[src/rtl/isa_seq_pkg.sv]
package isa_seq_pkg;
  typedef enum logic [1:0] {ST_IDLE, ST_ADDR, ST_CMD, ST_END} isa_state_e;
  typedef struct packed {
    logic refr;
    logic io;
    logic wr;
    logic wide;
  } isa_op_t;
endpackage

[src/rtl/isa_clk_div.sv]
module isa_clk_div #(
  parameter int PCI_DIV = 4,
  parameter int OSC_DIV = 2
) (
  input  logic clk_i,
  input  logic rst_ni,
  input  logic pci_en_i,
  input  logic osc_en_i,
  input  logic sel_i,
  output logic tick_o,
  output logic isa_clk_o
);
  localparam int MAXD = (PCI_DIV > OSC_DIV) ? PCI_DIV : OSC_DIV;
  localparam int CW   = (MAXD > 2) ? $clog2(MAXD) : 1;

  logic [CW-1:0] cnt_q, last, half;
  logic          src_en;

  assign src_en = sel_i ? osc_en_i : pci_en_i;
  assign last   = sel_i ? CW'(OSC_DIV - 1) : CW'(PCI_DIV - 1);
  assign half   = sel_i ? CW'(OSC_DIV / 2) : CW'(PCI_DIV / 2);
  assign tick_o = src_en && (cnt_q >= last);
  assign isa_clk_o = (cnt_q < half);

  always_ff @(posedge clk_i or negedge rst_ni) begin
    if (!rst_ni)      cnt_q <= '0;
    else if (src_en)  cnt_q <= (cnt_q >= last) ? '0 : cnt_q + 1'b1;
  end

  // never two ticks back to back (divide ratio at least 2)
  a_r1_tick_gap: assert property (@(posedge clk_i) disable iff (!rst_ni)
    tick_o |=> !tick_o);
endmodule

[src/rtl/isa_io_recovery.sv]
module isa_io_recovery #(
  parameter int REC_W = 3
) (
  input  logic             clk_i,
  input  logic             rst_ni,
  input  logic             tick_i,
  input  logic             load_i,
  input  logic [REC_W-1:0] val_i,
  output logic             clear_o
);
  logic [REC_W-1:0] cnt_q;

  always_ff @(posedge clk_i or negedge rst_ni) begin
    if (!rst_ni)                    cnt_q <= '0;
    else if (load_i)                cnt_q <= val_i;
    else if (tick_i && cnt_q != '0) cnt_q <= cnt_q - 1'b1;
  end

  assign clear_o = (cnt_q == '0);

  a_r8_gap_armed: assert property (@(posedge clk_i) disable iff (!rst_ni)
    (load_i && val_i != '0) |=> !clear_o);
endmodule

[src/rtl/isa_cmd_fsm.sv]
module isa_cmd_fsm
  import isa_seq_pkg::*;
#(
  parameter int WS_W     = 3,
  parameter int BASE_CMD = 2
) (
  input  logic            clk_i,
  input  logic            rst_ni,
  input  logic            tick_i,
  input  logic            req_valid_i,
  input  isa_op_t         op_i,
  input  logic [WS_W-1:0] wait_i,
  input  logic            zws_ni,
  input  logic            iochrdy_i,
  input  logic            master_i,
  input  logic            rec_clear_i,
  output isa_state_e      state_o,
  output isa_op_t         op_o,
  output logic            start_o,
  output logic            io_end_o,
  output logic            done_o
);
  localparam int CW = $clog2(BASE_CMD + (1 << WS_W)) + 1;

  isa_state_e      state_q;
  isa_op_t         op_q;
  logic [WS_W-1:0] wait_q;
  logic [CW-1:0]   cnt_q;
  logic            done_q;
  logic            is_io, cmd_exit;

  assign is_io    = op_i.io && !op_i.refr;
  assign start_o  = tick_i && (state_q == ST_IDLE) && req_valid_i && !master_i
                    && (!is_io || rec_clear_i);
  // zero-wait only shortens 16-bit cycles; ready must be high to leave
  assign cmd_exit = iochrdy_i && ((cnt_q == '0) || (op_q.wide && !zws_ni));
  assign io_end_o = tick_i && (state_q == ST_END) && op_q.io && !op_q.refr;

  always_ff @(posedge clk_i or negedge rst_ni) begin
    if (!rst_ni) begin
      state_q <= ST_IDLE;
      op_q    <= '0;
      wait_q  <= '0;
      cnt_q   <= '0;
      done_q  <= 1'b0;
    end else begin
      done_q <= 1'b0;
      if (start_o) begin
        state_q <= ST_ADDR;
        op_q    <= op_i;
        wait_q  <= wait_i;
      end else if (tick_i) begin
        unique case (state_q)
          ST_ADDR: begin
            state_q <= ST_CMD;
            cnt_q   <= CW'(BASE_CMD - 1) + CW'(wait_q);
          end
          ST_CMD: begin
            if (cmd_exit)            state_q <= ST_END;
            else if (cnt_q != '0)    cnt_q   <= cnt_q - 1'b1;
          end
          ST_END: begin
            state_q <= ST_IDLE;
            done_q  <= 1'b1;
          end
          default: ;
        endcase
      end
    end
  end

  assign state_o = state_q;
  assign op_o    = op_q;
  assign done_o  = done_q;

  a_r2_addr_then_cmd: assert property (@(posedge clk_i) disable iff (!rst_ni)
    (state_q == ST_ADDR && tick_i) |=> (state_q == ST_CMD));
  a_r2_done_single: assert property (@(posedge clk_i) disable iff (!rst_ni)
    done_o |=> !done_o);
  a_r7_hold_not_ready: assert property (@(posedge clk_i) disable iff (!rst_ni)
    (state_q == ST_CMD && !iochrdy_i) |=> (state_q == ST_CMD));
endmodule

[src/rtl/isa_cycle_seq.sv]
module isa_cycle_seq
  import isa_seq_pkg::*;
#(
  parameter int AW       = 24,
  parameter int WS_W     = 3,
  parameter int REC_W    = 3,
  parameter int BASE_CMD = 2,
  parameter int PCI_DIV  = 4,
  parameter int OSC_DIV  = 2
) (
  input  logic             clk_i,
  input  logic             rst_ni,
  input  logic             pci_en_i,
  input  logic             osc_en_i,
  input  logic             clk_sel_i,
  input  logic             req_valid_i,
  input  logic             req_io_i,
  input  logic             req_wr_i,
  input  logic             req_ref_i,
  input  logic             req_wide_i,
  input  logic [AW-1:0]    req_addr_i,
  input  logic [WS_W-1:0]  wait_i,
  input  logic [REC_W-1:0] recov_i,
  input  logic             zws_ni,
  input  logic             iochrdy_i,
  input  logic             master_i,
  output logic             done_o,
  output logic             isa_clk_o,
  output logic [AW-1:0]    addr_o,
  output logic             ale_o,
  output logic             aen_o,
  output logic             bhe_no,
  output logic             memr_no,
  output logic             memw_no,
  output logic             smemr_no,
  output logic             smemw_no,
  output logic             ior_no,
  output logic             iow_no,
  output logic             refresh_no,
  output logic             cmd_oe_o
);
  localparam int MB_BIT = 20;

  logic       tick, start, io_end, rec_clear;
  isa_state_e state;
  isa_op_t    op_in, op_q;
  logic [AW-1:0] addr_q;
  logic busy, ref_cyc, cmd_on, low_mb;

  assign op_in = '{refr: req_ref_i, io: req_io_i, wr: req_wr_i, wide: req_wide_i};

  isa_clk_div #(.PCI_DIV(PCI_DIV), .OSC_DIV(OSC_DIV)) u_div (
    .clk_i, .rst_ni, .pci_en_i, .osc_en_i, .sel_i(clk_sel_i),
    .tick_o(tick), .isa_clk_o
  );

  isa_io_recovery #(.REC_W(REC_W)) u_rec (
    .clk_i, .rst_ni, .tick_i(tick), .load_i(io_end), .val_i(recov_i),
    .clear_o(rec_clear)
  );

  isa_cmd_fsm #(.WS_W(WS_W), .BASE_CMD(BASE_CMD)) u_fsm (
    .clk_i, .rst_ni, .tick_i(tick), .req_valid_i, .op_i(op_in), .wait_i,
    .zws_ni, .iochrdy_i, .master_i, .rec_clear_i(rec_clear),
    .state_o(state), .op_o(op_q), .start_o(start), .io_end_o(io_end), .done_o
  );

  always_ff @(posedge clk_i or negedge rst_ni) begin
    if (!rst_ni)    addr_q <= '0;
    else if (start) addr_q <= req_addr_i;
  end

  assign busy    = (state != ST_IDLE);
  assign ref_cyc = busy && op_q.refr;
  assign cmd_on  = (state == ST_CMD) && !master_i;
  assign low_mb  = (addr_q[AW-1:MB_BIT] == '0);

  assign addr_o     = addr_q;
  assign ale_o      = (state == ST_ADDR) || ref_cyc || master_i;
  assign aen_o      = ref_cyc;
  assign refresh_no = !ref_cyc;
  assign bhe_no     = !(busy && op_q.wide && !op_q.refr);
  assign cmd_oe_o   = !master_i;

  assign memr_no  = !(cmd_on && (op_q.refr || (!op_q.io && !op_q.wr)));
  assign memw_no  = !(cmd_on && !op_q.refr && !op_q.io && op_q.wr);
  assign ior_no   = !(cmd_on && !op_q.refr && op_q.io && !op_q.wr);
  assign iow_no   = !(cmd_on && !op_q.refr && op_q.io && op_q.wr);
  assign smemr_no = !(!memr_no && (op_q.refr || low_mb));
  assign smemw_no = !(!memw_no && low_mb);

  a_r3_smemr_with_memr: assert property (@(posedge clk_i) disable iff (!rst_ni)
    !smemr_no |-> !memr_no);
  a_r3_smemw_with_memw: assert property (@(posedge clk_i) disable iff (!rst_ni)
    !smemw_no |-> (!memw_no && addr_o[AW-1:MB_BIT] == '0));
  a_r5_refresh_strobes: assert property (@(posedge clk_i) disable iff (!rst_ni)
    !refresh_no |-> (aen_o && ale_o && ior_no && iow_no && memw_no));
  a_r9_master_quiet: assert property (@(posedge clk_i) disable iff (!rst_ni)
    master_i |-> (memr_no && memw_no && ior_no && iow_no && !cmd_oe_o));
  a_r10_one_command: assert property (@(posedge clk_i) disable iff (!rst_ni)
    $countones({!memr_no, !memw_no, !ior_no, !iow_no}) <= 1);
endmodule

[config.mk]
export PLATFORM = sky130hd
export DESIGN_NAME = isa_cycle_seq
export DESIGN_NICKNAME = d
export VERILOG_FILES = /design/src/rtl/isa_seq_pkg.sv /design/src/rtl/isa_clk_div.sv /design/src/rtl/isa_io_recovery.sv /design/src/rtl/isa_cmd_fsm.sv /design/src/rtl/isa_cycle_seq.sv
export SDC_FILE = /design/constraint.sdc
export NUM_CORES = 1
export LEC_CHECK = 0
export ABC_AREA = 1
export BUFFER_PORTS_ARGS = -buffer_cell sky130_fd_sc_hd__buf_2
export CAP_MARGIN = 20
export CORE_ASPECT_RATIO = 1.5
export CORE_MARGIN = 3
export CORE_UTILIZATION = 54
export DETAILED_ROUTE_END_ITERATION = 8
export GPL_ROUTABILITY_DRIVEN = 0
export PLACE_DENSITY = 0.91
export REMOVE_ABC_BUFFERS = 1
export SYNTH_ARGS = -nofsm -noshare
export SYNTH_HDL_FRONTEND = slang
export SYNTH_SLANG_ARGS = --single-unit
[constraint.sdc]
create_clock -name clk_i -period 2.9 [get_ports clk_i]
set_input_delay 0.145 -clock clk_i [delete_from_list [all_inputs] [get_ports clk_i]]
set_output_delay 0.145 -clock clk_i [all_outputs]
set_load 0.02 [all_outputs]
==> reports/qor.txt <==
Post-CTS setup buffer count: 0
Critical path endpoint category: flip-flop
Core area: 4064 µm²
Worst path arrival time: 2.40 ns
Leakage: 1.661 nW
Max Root-Sink Buffers: 2
Die height: 86.66 µm
CP startpoint: u_rec.cnt_q[0]
Warnings, synthesis: 0
Final std cell area, no fill: 2824 µm²
Post-Place Cells: 417
Final #Nets: 428
Initial antenna violation count: 0
Antenna Diode Count: 0
Cells after Synth: 301
Layout cells sized above 1: 27.37%
Setup Skew: 0.006060 ns
Tcrit/Tclk final: 76.49%
Drt drc: 0
Post-Route WL: 5.410 mm
Final hold vios: 20
GRT overflow: 0
Post-Layout Cell Count: 425
R2R setup slack: 0.68 ns
DR vias/cell: 5.240
Crit Path Category: flip-flop to flip-flop
Reg-to-Reg Start: u_rec.cnt_q[0]
VDD IR max: 0.6765 mV
CP Max Fanout: 34
Routed Antenna Nets: 0
DP HPWL: 4.074 mm
FILL cells: 319
Area of the mapped netlist: 2342 µm²
Overall Global Routing Usage: 22.98%
Area of the multi-input gates: 1055 µm²
Standard-cell row count: 28
Hold_buf cts: 0
Drt pass-1 iters: 4
Resized cells post-CTS: 0
Pwr per Cell Area: 1035 nW/µm²
Place WS: 0.7163 ns
DR WL/cell: 12.73 µm
Most frequent cells in the layout: nand2_1 (117), buf_2 (79), nand3_1 (45)
Worst skew pair latency: 0.30 ns
CTS tree: built
Clk sinks: 44
I/O Pins: 80
Hold Slack: -0.009161 ns
Max Slew Vio Count: 0
R2R Path End: u_fsm.op_o[2]
Die area: 5180 µm²
DR vias: 2227
CTS buffer count: 5
Setup WS post-layout: 0.6819 ns
Largest net degree at the start of global routing: 45
Fmax: 450.8 MHz
Vias in the first global route: 2137
Outcome: complete, but fails checks
Slew @ Worst Pin: 0.9439 ns
Final setup TNS: 0 ns
Placed inst area: 2716 µm²
Clk slew on worst S/H paths: 0.08 ns
Setup crit start kind: flip-flop
Htree depth: 2
Violated checks: negative hold slack
Final setup viols: 0
Reg2reg path depth: 8
Fin crit period: 2.218 ns
Buffers on Ports: 79
Max_slew headroom: 37.08%
Starting Density: 57.64%
Yosys top cell by area: dfrtp_1
Flops & latches, synth: 44
Die width: 59.78 µm
First-pass GRT wire length: 9.170 mm
Top cell type's share of synthesized area: 47.01%
Commonest non-fill, non-tap cell in the layout: nand2_1
Synth unique cells: 26
Max_cap viols: 0
Layout area overhead: 20.57%
Initial DRC count: 91
Register area share after synthesis: 47.01%
Seq. cell area: 1101 µm²
Root buf cell: clkbuf_8
CP Data Required Time: 3.08 ns
Worst min path class: primary input to asynchronous set/reset pin
RSZ-0062 raised after global routing: false
Top cells by area, synth: dfrtp_1 (47%), nand2_1 (19%), nand3_1 (9.6%)
Synthesized area per cell: 7.782 µm²
## flip-flops by register name (all words and copies together), names as in the netlist
name           flops
u_fsm.state_o      2
u_div.cnt_q        2
u_fsm.cnt_q        5
u_fsm.op_o         4
u_rec.cnt_q        3
u_fsm.done_o       1
u_fsm.wait_q       3
addr_o            24
## worst max-delay path, cell delays in order (launching register included)
cell	delay, ns
dfrtp_1	0.39
inv_1	0.08
ha_1	0.15
ha_1	0.15
nor2_1	0.07
nor2_4	0.58
nand2_4	0.39
nor2_1	0.23
a21oi_2	0.04
## metal layers
metal | vias up | global-route usage [%] | routed length, µm
met1 | 1042 | 27.44 | 2086
met2 | 66 | 39.27 | 2902
met5 | - | 0 | 0
met4 | 0 | 9.274 | 95
li1 | 1108 | - | -
met3 | 11 | 4.769 | 326
## cells by family (layout without fill, tap and decap cells)
family                     Yosys count  count (layout)  synth area share [%]
DFF                                 44              44                 47.01
AOI/OAI and AO/OA                   15              15                 3.900
adders and majority gates            6               6                 3.205
buffers and inverters               36             115                 7.959
and+or+nand+nor                    200             200                 37.93
## how the worst max path moves through the flow
stage | end | slack (ns) | depth (start not counted)
floorplan | u_fsm.op_o[2] | 1.08 | 8
global placement | u_fsm.wait_q[0] | 0.82 | 8
detailed placement | u_fsm.op_o[2] | 0.72 | 8
CTS | u_fsm.op_o[2] | 0.71 | 8
global route | u_fsm.op_o[2] | 0.45 | 8
finish | u_fsm.op_o[2] | 0.68 | 8
## per-stage QoR
stage                     util (%)  power, mW  hold WS (ns)
after floorplan                  -      2.021       -0.1506
after detailed placement     66.84      2.471        0.3482
after CTS                    69.49      2.935       0.02184
after global routing         69.49      3.174       0.06356
after global placement       66.84      2.402        0.3410
final                        69.49      2.923     -0.009161
## cells in the mapped netlist
library cell and number:
o21ai_0 4, dfrtp_1 44, buf_4 1, nor2_1 19, nand3_2 1, nor2_8 1, nand4_1 4, nand2_1 117
nor3_1 1, a21oi_1 6, or2_2 2, o211ai_1 1, buf_6 6, ha_1 6, o21ai_2 1, nand3_1 45
nor2_4 2, nand2_2 4, nor2_2 1, inv_1 25, o21bai_1 1, a21oi_2 2, buf_2 2, nand3b_1 2
nand2_4 1, inv_2 2
## power breakdown
group	total, mW	switching (mW)	internal, mW
clock	0.457	0.202	0.256
combinational	1.39	0.921	0.467
sequential	1.08	0.197	0.880
## layout make-up
class,count,share of cell area [%]
tap,45,1.994
sequential,44,38.99
multi-input combinational,221,37.35
timing repair buffer,80,14.27
clock inverter,2,1.241
inverter,27,3.589
clock buffer,6,2.570
Power figures use the tool's default switching activity.
